$ cat src/rtl/mdma_pkg.sv
package mdma_pkg;

    localparam int DW = 32;

    typedef enum logic [1:0] {
        AM_INC = 2'd0,
        AM_DEC = 2'd1,
        AM_FIX = 2'd2,
        AM_RSV = 2'd3
    } addr_mode_e;

    typedef enum logic [2:0] {
        FLD_NONE,
        FLD_SMODE,
        FLD_DMODE,
        FLD_SADDR,
        FLD_DADDR,
        FLD_COUNT
    } field_e;

    typedef struct packed {
        addr_mode_e      src_mode;
        addr_mode_e      dst_mode;
        logic [DW-1:0]   src_addr;
        logic [DW-1:0]   dst_addr;
        logic [DW-1:0]   remain;
    } chan_cfg_t;

    localparam int          CMD_CANCEL_BIT = 31;
    localparam int          CH_WIN_SHIFT   = 6;    // 0x40 bytes per channel
    localparam int          CH_WIN_FIRST   = 4;    // 0x100 >> 6
    localparam int          MODE_LSB       = 4;

    function automatic logic [DW-1:0] next_addr(logic [DW-1:0] a, addr_mode_e m);
        case (m)
            AM_INC:  return a + DW'(1);
            AM_DEC:  return a - DW'(1);
            default: return a;
        endcase
    endfunction

    function automatic field_e decode_field(logic [5:0] ofs);
        case (ofs)
            6'h20:   return FLD_SMODE;
            6'h24:   return FLD_DMODE;
            6'h28:   return FLD_SADDR;
            6'h2C:   return FLD_DADDR;
            6'h30:   return FLD_COUNT;
            default: return FLD_NONE;
        endcase
    endfunction

endpackage

$ cat src/rtl/mdma_chan.sv
module mdma_chan
    import mdma_pkg::*;
(
    input  logic            clk,
    input  logic            rst,
    input  logic            wr_en,
    input  field_e          wr_field,
    input  logic [DW-1:0]   wr_data,
    input  logic            start,
    input  logic            cancel,
    input  logic            step,
    output chan_cfg_t       cfg,
    output logic            busy,
    output logic            ev_done,
    output logic            ev_abort
);

    always_ff @(posedge clk) begin
        if (rst) begin
            cfg      <= '0;
            busy     <= 1'b0;
            ev_done  <= 1'b0;
            ev_abort <= 1'b0;
        end else begin
            ev_done  <= 1'b0;
            ev_abort <= 1'b0;

            // Working registers: a beat has priority over software writes.
            if (step) begin
                cfg.src_addr <= next_addr(cfg.src_addr, cfg.src_mode);
                cfg.dst_addr <= next_addr(cfg.dst_addr, cfg.dst_mode);
                cfg.remain   <= cfg.remain - DW'(1);
            end else if (wr_en && !busy) begin
                case (wr_field)
                    FLD_SMODE: cfg.src_mode <= addr_mode_e'(wr_data[MODE_LSB+1:MODE_LSB]);
                    FLD_DMODE: cfg.dst_mode <= addr_mode_e'(wr_data[MODE_LSB+1:MODE_LSB]);
                    FLD_SADDR: cfg.src_addr <= wr_data;
                    FLD_DADDR: cfg.dst_addr <= wr_data;
                    FLD_COUNT: cfg.remain   <= wr_data;
                    default:   ;
                endcase
            end

            // Run state and events.
            if (cancel) begin
                busy     <= 1'b0;
                ev_abort <= 1'b1;
                ev_done  <= 1'b1;
            end else if (step && busy && cfg.remain == DW'(1)) begin
                busy    <= 1'b0;
                ev_done <= 1'b1;
            end else if (start && !busy) begin
                if (cfg.remain == '0) ev_done <= 1'b1;
                else                  busy    <= 1'b1;
            end
        end
    end

endmodule

$ cat src/rtl/mdma_rr_arb.sv
module mdma_rr_arb #(
    parameter int N  = 4,
    localparam int IW = (N > 1) ? $clog2(N) : 1
) (
    input  logic          clk,
    input  logic          rst,
    input  logic [N-1:0]  req,
    input  logic          take,
    output logic          any,
    output logic [IW-1:0] win
);

    logic [IW-1:0] last_q;

    always_comb begin
        any = 1'b0;
        win = '0;
        for (int k = 1; k <= N; k++) begin
            if (!any && req[(int'(last_q) + k) % N]) begin
                any = 1'b1;
                win = IW'((int'(last_q) + k) % N);
            end
        end
    end

    always_ff @(posedge clk) begin
        if (rst)                last_q <= IW'(N - 1);
        else if (take && any)   last_q <= win;
    end

endmodule

$ cat src/rtl/mdma_beat_eng.sv
module mdma_beat_eng
    import mdma_pkg::*;
#(
    parameter int N  = 4,
    localparam int IW = (N > 1) ? $clog2(N) : 1
) (
    input  logic            clk,
    input  logic            rst,
    input  logic [N-1:0]    running,
    input  chan_cfg_t       cfg [N],
    output logic [N-1:0]    step,
    output logic            mem_req,
    output logic            mem_we,
    output logic [DW-1:0]   mem_addr,
    output logic [7:0]      mem_wdata,
    input  logic [7:0]      mem_rdata
);

    typedef enum logic {ENG_READ, ENG_WRITE} eng_state_e;

    eng_state_e     state_q;
    logic [IW-1:0]  sel_q;
    logic           any;
    logic [IW-1:0]  win;
    logic           take;

    assign take = (state_q == ENG_READ) && any;

    mdma_rr_arb #(.N(N)) u_arb (
        .clk  (clk),
        .rst  (rst),
        .req  (running),
        .take (take),
        .any  (any),
        .win  (win)
    );

    always_ff @(posedge clk) begin
        if (rst) begin
            state_q <= ENG_READ;
            sel_q   <= '0;
        end else if (state_q == ENG_WRITE) begin
            state_q <= ENG_READ;
        end else if (take) begin
            state_q <= ENG_WRITE;
            sel_q   <= win;
        end
    end

    always_comb begin
        step      = '0;
        mem_wdata = mem_rdata;
        if (state_q == ENG_WRITE) begin
            mem_req     = 1'b1;
            mem_we      = 1'b1;
            mem_addr    = cfg[sel_q].dst_addr;
            step[sel_q] = 1'b1;
        end else begin
            mem_req  = any;
            mem_we   = 1'b0;
            mem_addr = cfg[win].src_addr;
        end
    end

endmodule

$ cat src/rtl/mdma_ctrl.sv
module mdma_ctrl
    import mdma_pkg::*;
#(
    parameter int NCH = 4,
    parameter int AW  = 12
) (
    input  logic             clk,
    input  logic             rst,
    input  logic             reg_wr,
    input  logic [AW-1:0]    reg_addr,
    input  logic [31:0]      reg_wdata,
    output logic [31:0]      reg_rdata,
    output logic             mem_req,
    output logic             mem_we,
    output logic [31:0]      mem_addr,
    output logic [7:0]       mem_wdata,
    input  logic [7:0]       mem_rdata,
    output logic [NCH-1:0]   evt_done,
    output logic [NCH-1:0]   evt_abort
);

    localparam int WIW = AW - CH_WIN_SHIFT;

    logic [WIW-1:0]  win_no;
    logic [WIW-1:0]  ch_no;
    logic            ch_hit;
    logic            cmd_hit;
    field_e          field;
    logic [NCH-1:0]  ch_busy;
    logic [NCH-1:0]  ch_step;
    logic [NCH-1:0]  start_vec;
    logic [NCH-1:0]  cancel_vec;
    chan_cfg_t       cfg [NCH];

    assign win_no  = reg_addr[AW-1:CH_WIN_SHIFT];
    assign ch_no   = win_no - WIW'(CH_WIN_FIRST);
    assign ch_hit  = (int'(win_no) >= CH_WIN_FIRST) && (int'(ch_no) < NCH);
    assign cmd_hit = (reg_addr == '0);
    assign field   = decode_field(reg_addr[5:0]);

    assign start_vec  = (reg_wr && cmd_hit && !reg_wdata[CMD_CANCEL_BIT]) ? reg_wdata[NCH-1:0] : '0;
    assign cancel_vec = (reg_wr && cmd_hit &&  reg_wdata[CMD_CANCEL_BIT]) ? reg_wdata[NCH-1:0] : '0;

    for (genvar g = 0; g < NCH; g++) begin : g_ch
        mdma_chan u_chan (
            .clk      (clk),
            .rst      (rst),
            .wr_en    (reg_wr && ch_hit && (int'(ch_no) == g)),
            .wr_field (field),
            .wr_data  (reg_wdata),
            .start    (start_vec[g]),
            .cancel   (cancel_vec[g]),
            .step     (ch_step[g]),
            .cfg      (cfg[g]),
            .busy     (ch_busy[g]),
            .ev_done  (evt_done[g]),
            .ev_abort (evt_abort[g])
        );
    end

    mdma_beat_eng #(.N(NCH)) u_eng (
        .clk       (clk),
        .rst       (rst),
        .running   (ch_busy),
        .cfg       (cfg),
        .step      (ch_step),
        .mem_req   (mem_req),
        .mem_we    (mem_we),
        .mem_addr  (mem_addr),
        .mem_wdata (mem_wdata),
        .mem_rdata (mem_rdata)
    );

    always_comb begin
        reg_rdata = '0;
        if (ch_hit) begin
            for (int c = 0; c < NCH; c++) begin
                if (int'(ch_no) == c) begin
                    case (field)
                        FLD_SMODE: reg_rdata[MODE_LSB+1:MODE_LSB] = cfg[c].src_mode;
                        FLD_DMODE: reg_rdata[MODE_LSB+1:MODE_LSB] = cfg[c].dst_mode;
                        FLD_SADDR: reg_rdata = cfg[c].src_addr;
                        FLD_DADDR: reg_rdata = cfg[c].dst_addr;
                        FLD_COUNT: reg_rdata = cfg[c].remain;
                        default:   reg_rdata = '0;
                    endcase
                end
            end
        end
    end

endmodule

$ cat config.mk
export PLATFORM = sky130hd
export DESIGN_NAME = mdma_ctrl
export DESIGN_NICKNAME = d
export VERILOG_FILES = /design/src/rtl/mdma_pkg.sv /design/src/rtl/mdma_chan.sv /design/src/rtl/mdma_rr_arb.sv /design/src/rtl/mdma_beat_eng.sv /design/src/rtl/mdma_ctrl.sv
export SDC_FILE = /design/constraint.sdc
export NUM_CORES = 2
export LEC_CHECK = 0
export ABC_AREA = 1
export BUFFER_PORTS_ARGS = -buffer_cell sky130_fd_sc_hd__buf_2
export CORE_ASPECT_RATIO = 0.5
export CORE_MARGIN = 2
export CORE_UTILIZATION = 40
export DETAILED_ROUTE_END_ITERATION = 7
export PLACE_DENSITY = 0.54
export SLEW_MARGIN = 20
export SYNTH_ARGS = -nofsm -noshare
export SYNTH_HDL_FRONTEND = slang
export SYNTH_SLANG_ARGS = --single-unit
$ cat constraint.sdc
create_clock -name clk -period 3.2 [get_ports clk]
set_input_delay 0.64 -clock clk [delete_from_list [all_inputs] [get_ports clk]]
set_output_delay 0.64 -clock clk [all_outputs]
set_load 0.05 [all_outputs]
Yosys cells after proc, flatten, opt, wreduce, memory -nomap -nowiden
Cells that the tools add are included.
{ "op_classes": {"muxes": 92, "n_reduce_logical": 104, "n_lt_le_gt_ge": 10, "addsub": 25, "eq_ne": 33, "bitwise_logic": 15} }
{ "ops": {"columns": ["op", "count"], "rows": [
  ["two-way mux 96 bit", 10],
  ["case mux 32 bit (2 select lines)", 8],
  ["binary-select mux 100 bit (select 2 bit)", 2],
  ["subtractor 32 x 1 -> 32 bit (second input constant)", 12],
  ["case mux 26 bit (4 select lines)", 3],
  ["two-way mux 32 bit", 9],
  ["adder 32 x 1 -> 32 bit (second input constant)", 8],
  ["== test 32 x 1 -> 1 bit (second input constant)", 4],
  ["zero test 32 bit", 4],
  ["two-way mux 64 bit", 2],
  ["case mux 26 bit (3 select lines)", 1],
  ["case mux 4 bit (4 select lines)", 3],
  ["AND reduction 3 bit", 16],
  ["case mux 2 bit (5 select lines)", 4],
  ["two-way mux 1 bit", 36],
  ["nonzero test 2 bit", 16],
  ["logical AND 1 bit", 31],
  ["== test 6 bit (second input constant)", 5],
  ["!= test 3 x 1 -> 1 bit (second input constant)", 8],
  ["AND reduction 2 bit", 9],
  ["== test 2 x 1 -> 1 bit (second input constant)", 8],
  ["zero test 2 bit", 8],
  ["< comparator 3 x 4 -> 1 bit (second input constant)", 4],
  ["case mux 3 bit (5 select lines)", 1],
  ["other kinds (26)", 67]
]} }
{ "word_totals": {"in_bits": 55, "register_bits": 417, "wordCells": 314} }

Longest topological paths before layout
{ "logic_depth": {"depth_word": 21, "ltp_mapped": 16} }

Cells and area by module
Synthesis repeated with hierarchy kept, for this count alone.
{ "hier_totals": {"hier_cells": 8111, "hier_area_um2": 44278.7} }
{ "by_module_without_submodules": {"columns": ["module", "instances", "cells_each", "area_per_inst_um2"], "rows": [
  ["mdma_chan at g_ch[2].u_chan ...", 2, 1650, 9420.3],
  ["mdma_chan at g_ch[1].u_chan", 1, 1657, 9419.0],
  ["mdma_chan at g_ch[0].u_chan", 1, 1627, 9248.9],
  ["mdma_ctrl", 1, 806, 3629.7],
  ["mdma_beat_eng", 1, 652, 2722.6],
  ["mdma_rr_arb", 1, 69, 417.9]
]} }

Worst setup path after synthesis
Ideal clock, no wire load.
{ "synth_path": {"kind": "register to register", "startpoint": "register, netlist name g_ch[0].u_chan.cfg[96]", "endpoint": "register, netlist name g_ch[0].u_chan.cfg[62]", "arrival_time_ps": 3247, "path_stages_with_launch": 16, "n_path_buf": 0, "path_slack_ps": -117, "setup_ps": 70, "required_ps": 3130, "cell_sequence": "dfxtp_1 inv_1 nor2_1 inv_1 fa_1 inv_1 nand2_1 o21ai_0 nand2_1 nand2_1 nand2_1 nand2_1 nand2_1 nand3_1 nand3_1 a21oi_1"} }
{ "synth_via": {"elab_chain_cells": 3, "elab_cells_between_ends": 6, "cone_classes": "eq/ne: 2; mux: 2; reduce/logical: 2"} }
{ "synth_rtl": {"columns": ["element", "line_no", "text"], "rows": [
  ["== test 2 x 1 -> 1 bit or zero test 2 bit (tied branches)", "mdma_pkg.sv:35", "case (m)"],
  ["!= test 3 x 1 -> 1 bit (no source line) or case mux 32 bit (2 select lines) (tied branches)", null, null],
  ["AND reduction 3 bit (no source line) or two-way mux 96 bit (tied branches)", null, null]
]} }
Parallel ways exist; a longest one is shown, timed or not.
A chain may end at the register's enable or synchronous reset.

Worst setup path in the final report
{ "layout_path": {"startpoint": "register u_eng.u_arb.last_q[0]", "endpoint": "output port mem_addr[10]"} }
{ "layout_via": {"elab_chain_cells": 19, "elab_cells_between_ends": 34, "cone_classes": "add/sub: 4; mux: 23; bitwise: 1; reduce/logical: 6"} }
{ "layout_rtl": {"columns": ["element", "line_no", "text"], "rows": [
  ["from (decl)", "mdma_rr_arb.sv:13", "logic [IW-1:0] last_q;"],
  ["from (signal assigned)", "mdma_rr_arb.sv:27", "if (rst) last_q <= IW'(N - 1);"],
  ["from (signal assigned)", "mdma_rr_arb.sv:28", "else if (take && any) last_q <= win;"],
  ["adder 2 x 1 -> 2 bit", "mdma_rr_arb.sv:19, mdma_rr_arb.sv:21", null],
  ["binary-select mux 1 bit (select 2 bit)", "mdma_rr_arb.sv:19", "if (!any && req[(int'(last_q) + k) % N]) begin"],
  ["two-way mux 1 bit (not written as such) (2 in series)", "mdma_rr_arb.sv:19", null],
  ["two-way mux 1 bit", "mdma_rr_arb.sv:19", null],
  ["zero test 1 bit", "mdma_rr_arb.sv:19", null],
  ["logical AND 1 bit", "mdma_rr_arb.sv:19", null],
  ["two-way mux 1 bit", "mdma_rr_arb.sv:19", null],
  ["zero test 1 bit", "mdma_rr_arb.sv:19", null],
  ["logical AND 1 bit", "mdma_rr_arb.sv:19", null],
  ["two-way mux 1 bit", "mdma_rr_arb.sv:19", null],
  ["zero test 1 bit", "mdma_rr_arb.sv:19", null],
  ["logical AND 1 bit", "mdma_rr_arb.sv:19", null],
  ["two-way mux 2 bit *", "mdma_rr_arb.sv:19", null],
  ["NOT 2 -> 3 bit (not written as such) *", "mdma_beat_eng.sv:61", "mem_addr = cfg[win].src_addr;"],
  ["binary-select mux 100 bit (select 2 bit) *", "mdma_beat_eng.sv:61", null],
  ["two-way mux 96 bit (not written as such) * (2 in series)", "mdma_beat_eng.sv:61", null],
  ["two-way mux 32 bit *", "mdma_beat_eng.sv:53", "if (state_q == ENG_WRITE) begin"],
  ["to (decl)", "mdma_ctrl.sv:15", "output logic [31:0] mem_addr,"]
]} }
Mark *: on every way between the ends. The rest lies on a longest branch, timed or not. The select of a mux whose other input is x is not followed.

==> results.tsv <==
stage	metric	value	unit
setup_path	r2r_slack	0.27	ns
global_route	grt_pass1_wl	366	mm
setup_path	cp.required	2.56	ns
setup_path	crit_fanout	6	
cts	cts_buffers	47	
timing	finalWorstSetupSlack	-0.544	ns
floorplanning	die_w	466	um
cells_and_area	drive_gt1_frac	0.113	
place	dp_slack	-0.281	ns
floorplanning	coreArea	105000	sq um
global_route	grt_max_degree	118	
timing	min_period_over_period	1.17	
hold_path	min_path_type	flop to flop	
timing	slew_violations	0	
place	port-buffer-count	120	
setup_path	cp-end-kind	output pin	
yosys	seq_area_frac_synth	0.196	
power	combPwrFrac	0.326	
setup_path	worstSetupPathType	flop to output pin	
hold_path	min_path_cells	2	
setup_path	critPathArrivalTime	3.10	ns
cts	clock_path_buffers	3	
yosys	ys_ff_latch	417	
cells_and_area	regArea	8360	sq um
power	netSwitchingFraction	0.399	
timing	whs	0.479	ns
timing	clock_skew	0.0555	ns
global_route	gr-usage-all-layers	0.461	
place	hpwl	212	mm
timing	rsz0062_at_grt	yes	
cells_and_area	fill_cells	11400	
global_route	grt_pass1_vias	48900	
floorplanning	rows	84	
cts	clk_pin_slew	0.07	ns
yosys	synth-edff-count	0	
timing	period_needed	3.74	ns
cts	cts-htree-levels	2	
timing	setup_tns	-15.79	ns
setup_path	r2r-start	g_ch[0].u_chan.cfg[98]	
setup_path	max_stage_delay	0.39	ns
drt	wl_per_cell	28.9	um
floorplanning	initial_utilization	0.405	
cts	cts_sinks	417	
yosys	syn_inst	7490	
power	clkPwrFrac	0.356	
cells_and_area	final_area	51000	sq um
place	placed_cell_area	47300	sq um
drt	wirelength	265	mm
floorplanning	die_h	235	um
cells_and_area	nets	8016	
place	gp_congestion	1.11	
drt	antenna_left	0	
outcome	violations	design-rule violations, negative setup slack	
timing	fmax	267	MHz
yosys	postSynthNetCount	7801	
outcome	status	finished, violations left	
drt	drt_iter0_drc	8970	
setup_path	crit_path_start	u_eng.u_arb.last_q[0]	
power	leakage	22.8	nW
timing	worstMarginPinSlew	0.824	ns
yosys	async_flop_share	0	
setup_path	r2r-end	g_ch[0].u_chan.cfg[92]	
power	vdd_drop_max	0.360	mV
setup_path	crit_path_cell_trace	buf_6 -> buf_4 -> o21ai_4 -> nand2_4 -> nand2_4 -> nor2_4 -> nand3_2 -> buf_6 -> a21oi_4 -> buf_6 -> buf_12 -> buf_4 -> nand3_2 -> nand2_1 -> nand2_2 -> nand2_4 -> buf_12	
yosys	synth_ff_type	dfxtp_1	
drt	viasPerCell	6.15	
power	power_density	339	nW/um^2
hold_path	worstHoldStart	g_ch[1].u_chan.cfg[1]	
global_route	grt_antenna_before_repair	27	
power	p_sw	0.00690	W
timing	setup_violations	37	
power	pwr-share-seq	0.318	
yosys	synth_area	42700	sq um
setup_path	slowest_stage	dfxtp_4	
setup_path	crit_end	mem_addr[10]	
run	cap_violations	0	
floorplanning	pin_count	137	
drt	firstDrtPassIters	8	
cells_and_area	multi_input_area	30700	sq um
timing	slew_headroom	0.450	
yosys	synth_cell_types	54	
yosys	ys_warn_count	0	
setup_path	cp-start-kind	flop	
global_route	gr-total-overflow	0	
setup_path	rr_worst_depth	13	
floorplanning	dieArea	110000	sq um
cts	worst_skew_pair.late_latency	0.67	ns
drt	drc_errors	4	
power	p_int	0.0104	W
yosys	syn_area_per_cell	5.70	sq um
timing	final_hold_viol_count	0	
cells_and_area	area_growth_syn_to_layout	19.3	%
drt	vias	56400	
cts	cts_tree	built	
cts	holdBufCountCts	0	
cts	cts_root_buf	clkbuf_16	
## sequential cells by signal (all words and copies together), names as in the netlist
register and cells:
g_ch.u_chan.cfg 400, u_eng.sel_q 2, g_ch.u_chan.ev_abort 4, u_eng.state_q 1, g_ch.u_chan.busy 4, u_eng.u_arb.last_q 2, g_ch.u_chan.ev_done 4
## placed cells by master, fill, tap and decap left out, types with 10 or more instances in the layout
cell	n
o211ai_1	19
inv_1	903
or2_2	69
diode_2	12
clkinv_1	10
nand3b_1	45
nor3_1	78
buf_8	23
clkbuf_16	53
o21ai_1	26
nand3_2	20
xor2_1	50
o221ai_1	58
o2111ai_2	11
nand2_2	81
o21ai_0	594
o2111ai_1	39
inv_2	21
nor2_1	843
nand2_1	1895
buf_2	55
dfxtp_1	413
buf_4	253
a21oi_1	602
buf_6	20
o21bai_1	22
nand4_1	149
o22ai_1	62
nand3_4	25
ha_1	248
nand3_1	565
xnor2_1	12
nor2_4	11
nand2_4	19
nor2_2	12
o221ai_2	20
nor4_1	22
a31oi_1	155
buf_12	95
clkbuf_8	10
## synth_stat cells, types with 5 or more instances
master / instances / area (sq um)
nand2_1: 1983 / 7440
inv_1: 911 / 3420
nor2_1: 854 / 3210
a21oi_1: 606 / 3030
nand3_1: 604 / 3020
o21ai_0: 598 / 2990
dfxtp_1: 417 / 8350
ha_1: 248 / 3100
a31oi_1: 155 / 970
nand4_1: 149 / 932
clkbuf_1: 137 / 514
buf_2: 101 / 505
o221ai_1: 81 / 709
nor3_1: 79 / 395
or2_2: 69 / 432
o22ai_1: 66 / 413
o2111ai_1: 53 / 464
xor2_1: 50 / 438
nand3b_1: 45 / 338
buf_4: 28 / 210
o21ai_1: 26 / 130
buf_1: 23 / 86.3
nor4_1: 22 / 138
o21bai_1: 22 / 165
inv_2: 20 / 75.1
o211ai_1: 19 / 143
a221oi_1: 13 / 114
xnor2_1: 12 / 105
clkinv_1: 10 / 37.5
nand2_2: 10 / 62.6
and2_1: 8 / 50.1
fa_1: 8 / 160
o21a_1: 8 / 60.1
nor2_4: 7 / 78.8
nand3_2: 6 / 60.1
nor2_2: 5 / 31.3
o31ai_1: 5 / 37.5
## through the flow
stage | power [W] | instances | util
global placement | 0.0104 | 9030 | 0.448
detailed placement | 0.0103 | 9030 | 0.448
floorplan | 0.00825 | 7490 | -
CTS | 0.0167 | 9131 | 0.475
global route | 0.0176 | 9162 | 0.483
finish | 0.0173 | 9169 | 0.483
## cells by family (layout without fill, tap and decap cells)
group	Yosys count	after routing	synth area share
adders and majority gates	256	256	0.0764
buffers and inverters	1235	1481	0.114
xor gates and xnor gates	62	62	0.0127
other	0	12	0
DFF	417	417	0.196
and+or+nand+nor	3849	3851	0.381
AOI/OAI and AO/OA	1671	1671	0.220
## timing repair
action / CTS / global route
resized for setup: 220 / 137
buffers inserted: 13 / 22
pin swaps: 22 / 51
cloned: 6 / 6
setup endpoints to repair: 64 / 64
## how the worst min path moves through the flow
stage                             to  slack [ns]
2_1_floorplan  g_ch[1].u_chan.cfg[1]        0.44
3_3_place_gp   g_ch[1].u_chan.cfg[1]        0.45
3_5_place_dp   g_ch[1].u_chan.cfg[1]        0.46
4_1_cts          g_ch[1].u_chan.busy        0.47
5_1_grt          g_ch[1].u_chan.busy        0.46
6_report       g_ch[1].u_chan.cfg[1]        0.48
## routing by layer
metal | track usage | wire length [um] | vias up
li1 | - | - | 25500
met3 | 0.159 | 40000 | 663
met5 | 0 | 65 | -
met4 | 0.259 | 17900 | 12
met1 | 0.653 | 111000 | 26300
met2 | 0.594 | 96800 | 3865
## power by group through the flow
| stage | clock, W | sequential, W | combinational [W] |
|---|---|---|---|
| final | 0.00615 | 0.00549 | 0.00564 |
| after global placement | 0 | 0.00559 | 0.00479 |
| after global routing | 0.00632 | 0.00549 | 0.00581 |
| after detailed placement | 0 | 0.00559 | 0.00476 |
| after floorplan | 0 | 0.00551 | 0.00275 |
| after CTS | 0.00609 | 0.00547 | 0.00517 |
## cell type report
class,count,share of cell area
Sequential cell,417,0.164
Inverter,941,0.0698
Clock inverter,21,0.00521
Tap cell,1419,0.0348
Timing Repair Buffer,458,0.0974
Clock buffer,61,0.0261
Antenna cell,12,0.000589
Multi-Input combinational cell,5840,0.602
## critical path: cells and delay by family, from the launching register on
family / cells / cell delay, ns
DFF: 1 / 0.39
and+or+nand+nor: 8 / 0.81
buffers and inverters: 7 / 0.92
AOI/OAI and AO/OA: 2 / 0.29
Power figures use the tool's default switching activity.
